`src/rtl/lpc_mem_target.sv`:
```
module lpc_mem_target #(
  parameter int MEM_AW = 6,
  parameter int REG_AW = 2
) (
  input  logic       clk,
  input  logic       rst_n,
  input  logic       frame_n,
  input  logic [3:0] lad_in,
  output logic [3:0] lad_out,
  output logic       lad_oe,
  input  logic       sel_n,
  input  logic [3:0] strap_id
);
  localparam int MEM_WORDS = 1 << MEM_AW;
  localparam int REG_WORDS = 1 << REG_AW;
  localparam int ADDR_NIBS = 8;
  localparam int CW = $clog2(ADDR_NIBS);
  localparam logic [3:0] TYPE_RD = 4'b0100;
  localparam logic [3:0] TYPE_WR = 4'b0110;

  typedef enum logic [3:0] {
    IDLE, START, ADDR, WDAT0, WDAT1, HTAR0, HTAR1,
    SYNC, RDAT0, RDAT1, TTAR0, TTAR1
  } st_t;

  st_t          st;
  logic [3:0]   start_q;
  logic         sel_d, sel_ok, is_wr;
  logic [CW-1:0] cnt;
  logic [31:0]  addr;
  logic [7:0]   wbyte;
  logic [7:0]   mem  [MEM_WORDS];
  logic [7:0]   regs [REG_WORDS];

  logic [31:0] addr_full;
  logic        upper_ok, id_ok, type_ok, wr_en;
  logic [7:0]  rd_byte;

  assign addr_full = {addr[27:0], lad_in};
  assign upper_ok  = (&addr_full[31:25]) | ~(|addr_full[31:25]);
  assign id_ok     = {addr_full[24:23], addr_full[21:20]} == strap_id;
  assign type_ok   = (lad_in == TYPE_RD) || (lad_in == TYPE_WR);
  assign wr_en     = (st == SYNC) && is_wr && frame_n;
  assign rd_byte   = addr[22] ? mem[addr[MEM_AW-1:0]] : regs[addr[REG_AW-1:0]];

  always_ff @(posedge clk or negedge rst_n) begin
    if (!rst_n) begin
      st      <= IDLE;
      start_q <= 4'hF;
      sel_d   <= 1'b1;
      sel_ok  <= 1'b0;
      is_wr   <= 1'b0;
      cnt     <= '0;
      addr    <= '0;
      wbyte   <= '0;
    end else begin
      sel_d <= sel_n;
      if (!frame_n) begin
        st      <= START;
        start_q <= lad_in;
        sel_ok  <= !sel_d;
      end else begin
        case (st)
          START: begin
            cnt <= '0;
            if (start_q == 4'h0 && sel_ok && type_ok) begin
              st    <= ADDR;
              is_wr <= lad_in[1];
            end else begin
              st <= IDLE;
            end
          end
          ADDR: begin
            addr <= addr_full;
            cnt  <= cnt + 1'b1;
            if (cnt == CW'(ADDR_NIBS - 1))
              st <= (upper_ok && id_ok) ? (is_wr ? WDAT0 : HTAR0) : IDLE;
          end
          WDAT0: begin wbyte[3:0] <= lad_in; st <= WDAT1; end
          WDAT1: begin wbyte[7:4] <= lad_in; st <= HTAR0; end
          HTAR0: st <= HTAR1;
          HTAR1: st <= SYNC;
          SYNC:  st <= is_wr ? TTAR0 : RDAT0;
          RDAT0: st <= RDAT1;
          RDAT1: st <= TTAR0;
          TTAR0: st <= TTAR1;
          TTAR1: st <= IDLE;
          default: st <= IDLE;
        endcase
      end
    end
  end

  always_ff @(posedge clk or negedge rst_n) begin
    if (!rst_n) begin
      for (int i = 0; i < MEM_WORDS; i++) mem[i] <= '0;
      for (int i = 0; i < REG_WORDS; i++) regs[i] <= '0;
    end else if (wr_en) begin
      if (addr[22]) mem[addr[MEM_AW-1:0]]  <= wbyte;
      else          regs[addr[REG_AW-1:0]] <= wbyte;
    end
  end

  always_comb begin
    lad_oe  = 1'b1;
    lad_out = 4'h0;
    case (st)
      SYNC:  lad_out = 4'h0;
      RDAT0: lad_out = rd_byte[3:0];
      RDAT1: lad_out = rd_byte[7:4];
      TTAR0: lad_out = 4'hF;
      default: lad_oe = 1'b0;
    endcase
  end

  a_r2_bad_start_ignored: assert property (@(posedge clk) disable iff (!rst_n)
    (st == START && frame_n && start_q != 4'h0) |=> (st == IDLE && !lad_oe));

  a_r11_abort_releases: assert property (@(posedge clk) disable iff (!rst_n)
    !frame_n |=> !lad_oe);

  a_r9_first_drive_is_sync: assert property (@(posedge clk) disable iff (!rst_n)
    $rose(lad_oe) |-> lad_out == 4'h0);

  a_r10_release_after_ones: assert property (@(posedge clk) disable iff (!rst_n)
    (st == TTAR0) |=> !lad_oe);

  a_r8_write_during_sync: assert property (@(posedge clk) disable iff (!rst_n)
    wr_en |-> (lad_oe && lad_out == 4'h0));
endmodule

```
`config.mk`:
```
export PLATFORM = sky130hd
export DESIGN_NAME = lpc_mem_target
export DESIGN_NICKNAME = d
export VERILOG_FILES = /design/src/rtl/lpc_mem_target.sv
export SDC_FILE = /design/constraint.sdc
export NUM_CORES = 1
export LEC_CHECK = 0
export BUFFER_PORTS_ARGS = -buffer_cell sky130_fd_sc_hd__buf_2
export CORE_ASPECT_RATIO = 0.7
export CORE_UTILIZATION = 65
export CTS_BUF_LIST = sky130_fd_sc_hd__clkbuf_2 sky130_fd_sc_hd__clkbuf_4 sky130_fd_sc_hd__clkbuf_8
export DETAILED_ROUTE_END_ITERATION = 7
export HOLD_SLACK_MARGIN = 0.15
export PLACE_DENSITY = 0.81
export REMOVE_ABC_BUFFERS = 1
export SLEW_MARGIN = 25
export SYNTH_ARGS = -nofsm -noshare
export SYNTH_HDL_FRONTEND = slang
export SYNTH_SLANG_ARGS = --single-unit
```
`constraint.sdc`:
```
create_clock -name clk -period 4.9 [get_ports clk]
set_clock_uncertainty 0.2 [all_clocks]
set_input_delay 0.49 -clock clk [delete_from_list [all_inputs] [get_ports clk]]
set_output_delay 0.49 -clock clk [all_outputs]
set_load 0.02 [all_outputs]
```
* Word-level counts from Yosys, hierarchy flattened
Cells that the tools add are included.
** Word-level totals
- Flip-flop bits (word level) :: 594
- Output and inout bits :: 5
** Operators by class
- $add $sub $neg :: 1
- $lt $le $gt $ge :: 4
- Eq/ne operators :: 15
- Mux-type cells :: 23
- Bitwise operators :: 5
- Reduce and logical (&&, ||, !) cells :: 21
** Operators with widths (count)
- 512-bit bitwise mux :: 1
- 8-bit two-way mux :: 7
- 8-bit binary-select mux with 6-bit select :: 1
- 8-bit demux with 6-bit select :: 1
- 4-bit one-hot mux with 10 select lines :: 1
- 32-bit bitwise mux :: 1
- 4-bit by 3-bit equality test with 1-bit output (second input constant) :: 6
- 8-bit binary-select mux with 2-bit select :: 1
- 8-bit demux with 2-bit select :: 1
- 4-bit equality test (second input constant) :: 3
- 4-bit one-hot mux with 3 select lines :: 1
- 2-bit AND reduction :: 6
- 4-bit by 2-bit equality test with 1-bit output (second input constant) :: 2
- 4-bit two-way mux :: 2
- 7-bit >= comparator (second input constant) :: 1
- 1-bit logical AND :: 7
- 7-bit by 1-bit less-than comparator with 1-bit output (second input constant) :: 1
- 6-bit inverter with 7-bit output :: 1
- 7-bit AND reduction :: 1
- 7-bit OR reduction :: 1
- 3-bit two-way mux :: 2
- 3-bit one-hot mux with 2 select lines :: 1
- 4-bit by 1-bit equality test with 1-bit output (second input constant) :: 1
- 4-bit equality test :: 1
- 16 further kinds :: 18

* Depth between registers and ports, before layout
- Depth after elaboration :: 8
- Depth in mapped cells :: 10

* Worst setup path before layout
Ideal clock, no wire load.
- Path kind :: register -> output
- Start :: register addr[0]
- End :: output port lad_out[2]
- Data arrival time :: 2260 ps
- Data required time :: 4210 ps
- Slack :: 1950 ps
- Stages on the path, launching flop included :: 8
- Buffers on the path :: 3
- Path through :: dfrtp_1 -> buf_6 -> buf_6 -> buf_4 -> mux4_2 -> mux4_2 -> o31ai_1 -> o32ai_1
** Between the ends
- Longest elaborated chain between the ends :: 6
- Elaborated cells between the ends (all ways) :: 10
- Those cells by class :: 8 x mux; 2 x bitwise
** RTL lines
- start: declaration :: RTL line 30 : logic [31:0] addr;
- start signal: assignment :: RTL line 74 : addr <= addr_full;
- 6-bit inverter with 7-bit output (not written as such) or 2-bit inverter with 3-bit output (tied branches) :: RTL line 44 : assign rd_byte = addr[22] ? mem[addr[MEM_AW-1:0]] : regs[addr[REG_AW-1:0]];
- 8-bit binary-select mux with 6-bit select or 8-bit binary-select mux with 2-bit select (tied branches) :: RTL line 44
- 8-bit two-way mux (not written as such) (2 in series) :: RTL line 44
- 8-bit two-way mux * :: RTL line 44
- 4-bit one-hot mux with 3 select lines * :: RTL line 107 : case (st)
- end: declaration :: RTL line 9 : output logic [3:0] lad_out,
Every way passes the cells marked *; elsewhere a longest branch is shown, timed or not. The select of a mux whose other input is x is not followed.

* Worst setup path in the final report
Ends and elaborated chain as after synthesis.

==> impl_metrics.csv <==
group,metric,value,unit
run_status,outcome,"finished clean",
global_route,grt_pass1_vias,17310,
timing,drv_slew,0,
clock_network,cts_buffers,88,
global_route,grt_pass1_wl,105800,um
timing,relSlewSlack,31.15,%
floorplanning,dieWidth,247.4,um
logic_synthesis,synth_edf_count,0,
timing,fin_crit_sh,93.59,%
drt,vias,16500,
power_and_ir_drop,switching_share,22.28,%
finish,n_antenna_cell,0,
worst_setup_path,critPathMaxFanout,50,
drt,ant_nets,0,
logic_synthesis,seq_area_frac_synth,54.26,%
worst_setup_path,critPathLaunchType,"flip-flop",
floorplanning,io_pins,17,
clock_network,cts_max_level,3,
drt,drt-total-wl,67300,um
worst_setup_path,crit_chain,"buf_12 -> mux4_2 -> mux4_2 -> o31ai_1 -> o32ai_1 -> buf_2",
power_and_ir_drop,combPwrFrac,2.0,%
place,hpwl,42460,um
logic_synthesis,syn_area,0.02741,mm2
timing,worst_pin_slew,1.032,ns
timing,timing_hold_violations_final,0,
clock_network,insertion_delay,0.66,ns
power_and_ir_drop,power_per_cell_area,312.0,mW/mm2
clock_network,cts_resized,0,
place,place_congestion,0.9299,
worst_setup_path,r2r_slack,1.40,ns
logic_synthesis,postSynthAreaPerCell,15.06,um2
timing,timing.fmax,218.1,MHz
global_route,grt_max_degree,124,
drt,route.detailed.drc,0,
global_route,track_usage,32.82,%
clock_network,clk_pin_slew,0.06,ns
clock_network,clockBufferDepth,3,
clock_network,cts-root-buf,"clkbuf_8",
floorplanning,die-area,0.04300,mm2
clock_network,cts.sinks,594,
logic_synthesis,synthFlopType,"dfrtp_1",
worst_setup_path,critPathBufInv,2,
worst_setup_path,slowest_delay,0.81,ns
floorplanning,core,0.04127,mm2
floorplanning,die_h,173.8,um
power_and_ir_drop,leakagePower,14.34,nW
power_and_ir_drop,ir_drop,0.2674,mV
timing,rsz0062_at_grt,"no",
worst_setup_path,cp.required,4.21,ns
floorplanning,rows,62,
floorplanning,floorplan.initialDensity,66.40,%
power_and_ir_drop,switchingPower,2.091,mW
logic_synthesis,ys_warn_count,0,
global_route,grt-ovfl-total,0,
timing,fin_crit,4.586,ns
power_and_ir_drop,power_frac_seq,52.5,%
worst_setup_path,path_class,"flip-flop to output pin",
drt,wl_per_cell,27.28,um
flow_run,drv_cap,0,
timing,setup_viol,0,
worst_setup_path,critical_path.top_delay_family,"multiplexers",
worst_setup_path,critPathSlowestCell,"dfrtp_4",
power_and_ir_drop,internal_power,7.297,mW
timing,hold_slack,0.2621,ns
timing,tns,0,ns
power_and_ir_drop,clkPwrFrac,45.5,%
place,io_buffers,16,
logic_synthesis,netlist_instances,1820,
drt,firstDrtPassIters,8,
logic_synthesis,synth_seq_cells,594,
finish,fin_nets,1868,
clock_network,cts_tree,"yes",
worst_hold_path,hold_path.class,"input port to asynchronous set/reset pin",
drt,initialDrtViolationCount,1605,
finish,layout-area-overhead-vs-synth,9.812,%
worst_setup_path,cpMostUsedCell,"mux4_2",
drt,via_per_inst,6.689,
global_route,grt_antenna_before_repair,0,
finish,drive_above_1_share,52.16,%
worst_setup_path,cp.arrival,3.90,ns
worst_setup_path,endpoint_kind,"output pin",
logic_synthesis,async_flop_share,100.0,%
logic_synthesis,yosysUniqueCellTypes,57,
## metal layers
| metal | vias up | part of all wire [%] | global-route usage (%) |
|---|---|---|---|
| met5 | - | 0.086 | 1.018 |
| met4 | 2 | 2.5 | 9.560 |
| met3 | 127 | 8.4 | 9.118 |
| met2 | 615 | 45 | 46.74 |
| met1 | 8867 | 44 | 49.54 |
| li1 | 6890 | - | - |
## power groups by stage
stage               clock (mW)  combinational (mW)  sequential [mW]
global placement             0               0.185             5.02
detailed placement           0               0.190             5.02
floorplan                    0              0.0370             5.03
finish                    4.27               0.192             4.93
global route              4.55               0.217             4.92
CTS                       4.32               0.197             4.93
## cells by family (layout without fill, tap and decap cells)
family,count (synthesis),after routing,share of synthesized area (%)
simple gates,228,228,4.675
compound gates,104,104,2.470
fa+ha+maj,2,2,0.09130
xor+xnor,5,5,0.1598
mux,750,750,36.01
flops,594,594,54.26
buf+inv,137,240,2.333
## layout by cell type (no fill, tap or decap), types with 15 or more instances in the layout
master / synthesis / layout
nand2_2: 16 / 16
mux2_2: 587 / 587
a21oi_1: 18 / 18
mux2i_1: 33 / 33
o21ai_0: 26 / 26
nand3_1: 20 / 20
mux4_2: 130 / 130
nor2_1: 30 / 30
nand2_1: 55 / 55
nand3_2: 19 / 19
clkbuf_8: 0 / 115
clkbuf_4: 0 / 30
buf_4: 18 / 36
nor2b_1: 17 / 17
dfrtp_1: 589 / 577
buf_2: 16 / 15
## Yosys cell counts, types with 2 or more instances
master      n  area, um2
mux2i_1    33      330.3
nor2_1     30      112.6
nand2b_1   11      68.82
buf_1       8      30.03
nand4_1     9      56.30
a32oi_1     2      17.52
and2_1      5      31.28
buf_6       5      56.30
o311ai_0    3      26.28
and4_1      3      26.28
nand3_1    20      100.1
o21ai_0    26      130.1
a21oi_1    18      90.09
or3_1       3      18.77
a211oi_1    6      45.04
nor3b_1     3      22.52
xnor2_1     5      43.79
dfstp_2     5      131.4
mux4_2    130       2928
and3_1      5      31.28
nand3b_1    2      15.01
o211ai_1    4      30.03
o22ai_1     3      18.77
nor3_2      2      20.02
o31ai_1     4      30.03
ha_1        2      25.02
nand2_2    16      100.1
nor4_1      4      25.02
nand2_1    55      206.5
a22oi_1    13      97.59
buf_4      18      135.1
nand3_2    19      190.2
mux2_2    587       6610
a221oi_1    4      35.03
o22a_1      2      17.52
buf_2      16      80.08
nor4b_1     2      17.52
clkbuf_1   84      315.3
inv_1       5      18.77
nor2b_1    17      106.4
dfrtp_1   589      14740
a31oi_1    11      68.82
nor2_2      8      50.05
nor3_1     10      50.05
## final timing paths
path,from,end,depth (start not counted)
min reg2reg,addr[6],addr[6],2
max in group asynchronous,rst_n,regs[11],3
max,addr[0],lad_out[2],6
min,rst_n,mem[390],2
min in group clk,sel_n,sel_d,2
max reg2reg,st[1],mem[38],7
## layout make-up
| cell class | instances | area [um2] |
|---|---|---|
| sequential | 594 | 14890 |
| clock buffer | 145 | 1808 |
| fill | 2564 | 11180 |
| inverter | 6 | 22.52 |
| tap | 544 | 680.7 |
| clock inverter | 14 | 95.09 |
| timing repair buffer | 75 | 690.7 |
| multi-input combinational | 1089 | 11910 |
## sequential cells by signal, indices dropped and copies added, names as in the netlist
signal / cells
mem: 512
regs: 32
addr: 28
wbyte: 8
st: 4
start_q: 4
cnt: 3
is_wr: 1
sel_d: 1
sel_ok: 1
## worst reg2reg max path: stages, from the launching register on
cell     delay [ns]
dfrtp_1        0.66
and2_1         0.30
and4_1         0.29
and3_1         0.23
buf_4          0.28
nand3_1        0.36
nor2_2         0.64
mux2_2         0.41
## repair_timing
| action | CTS | global route |
|---|---|---|
| hold endpoints to repair | 107 | 0 |
| hold buffers | 13 | 0 |
| setup buffers | 0 | 0 |
## metrics by stage
stage	std cells	utilization, %	worst slack [ns]	cell area [um2]	power, mW
after global routing	2467	72.92	0.1606	30090	9.693
after global placement	2295	67.98	0.9895	28050	5.202
after detailed placement	2295	67.98	1.003	28050	5.207
after floorplan	1689	-	-2.585	26790	5.065
after CTS	2467	72.91	0.2879	30090	9.447
final	2467	72.92	0.3139	30090	9.388
(Power assumes the default switching activity.)
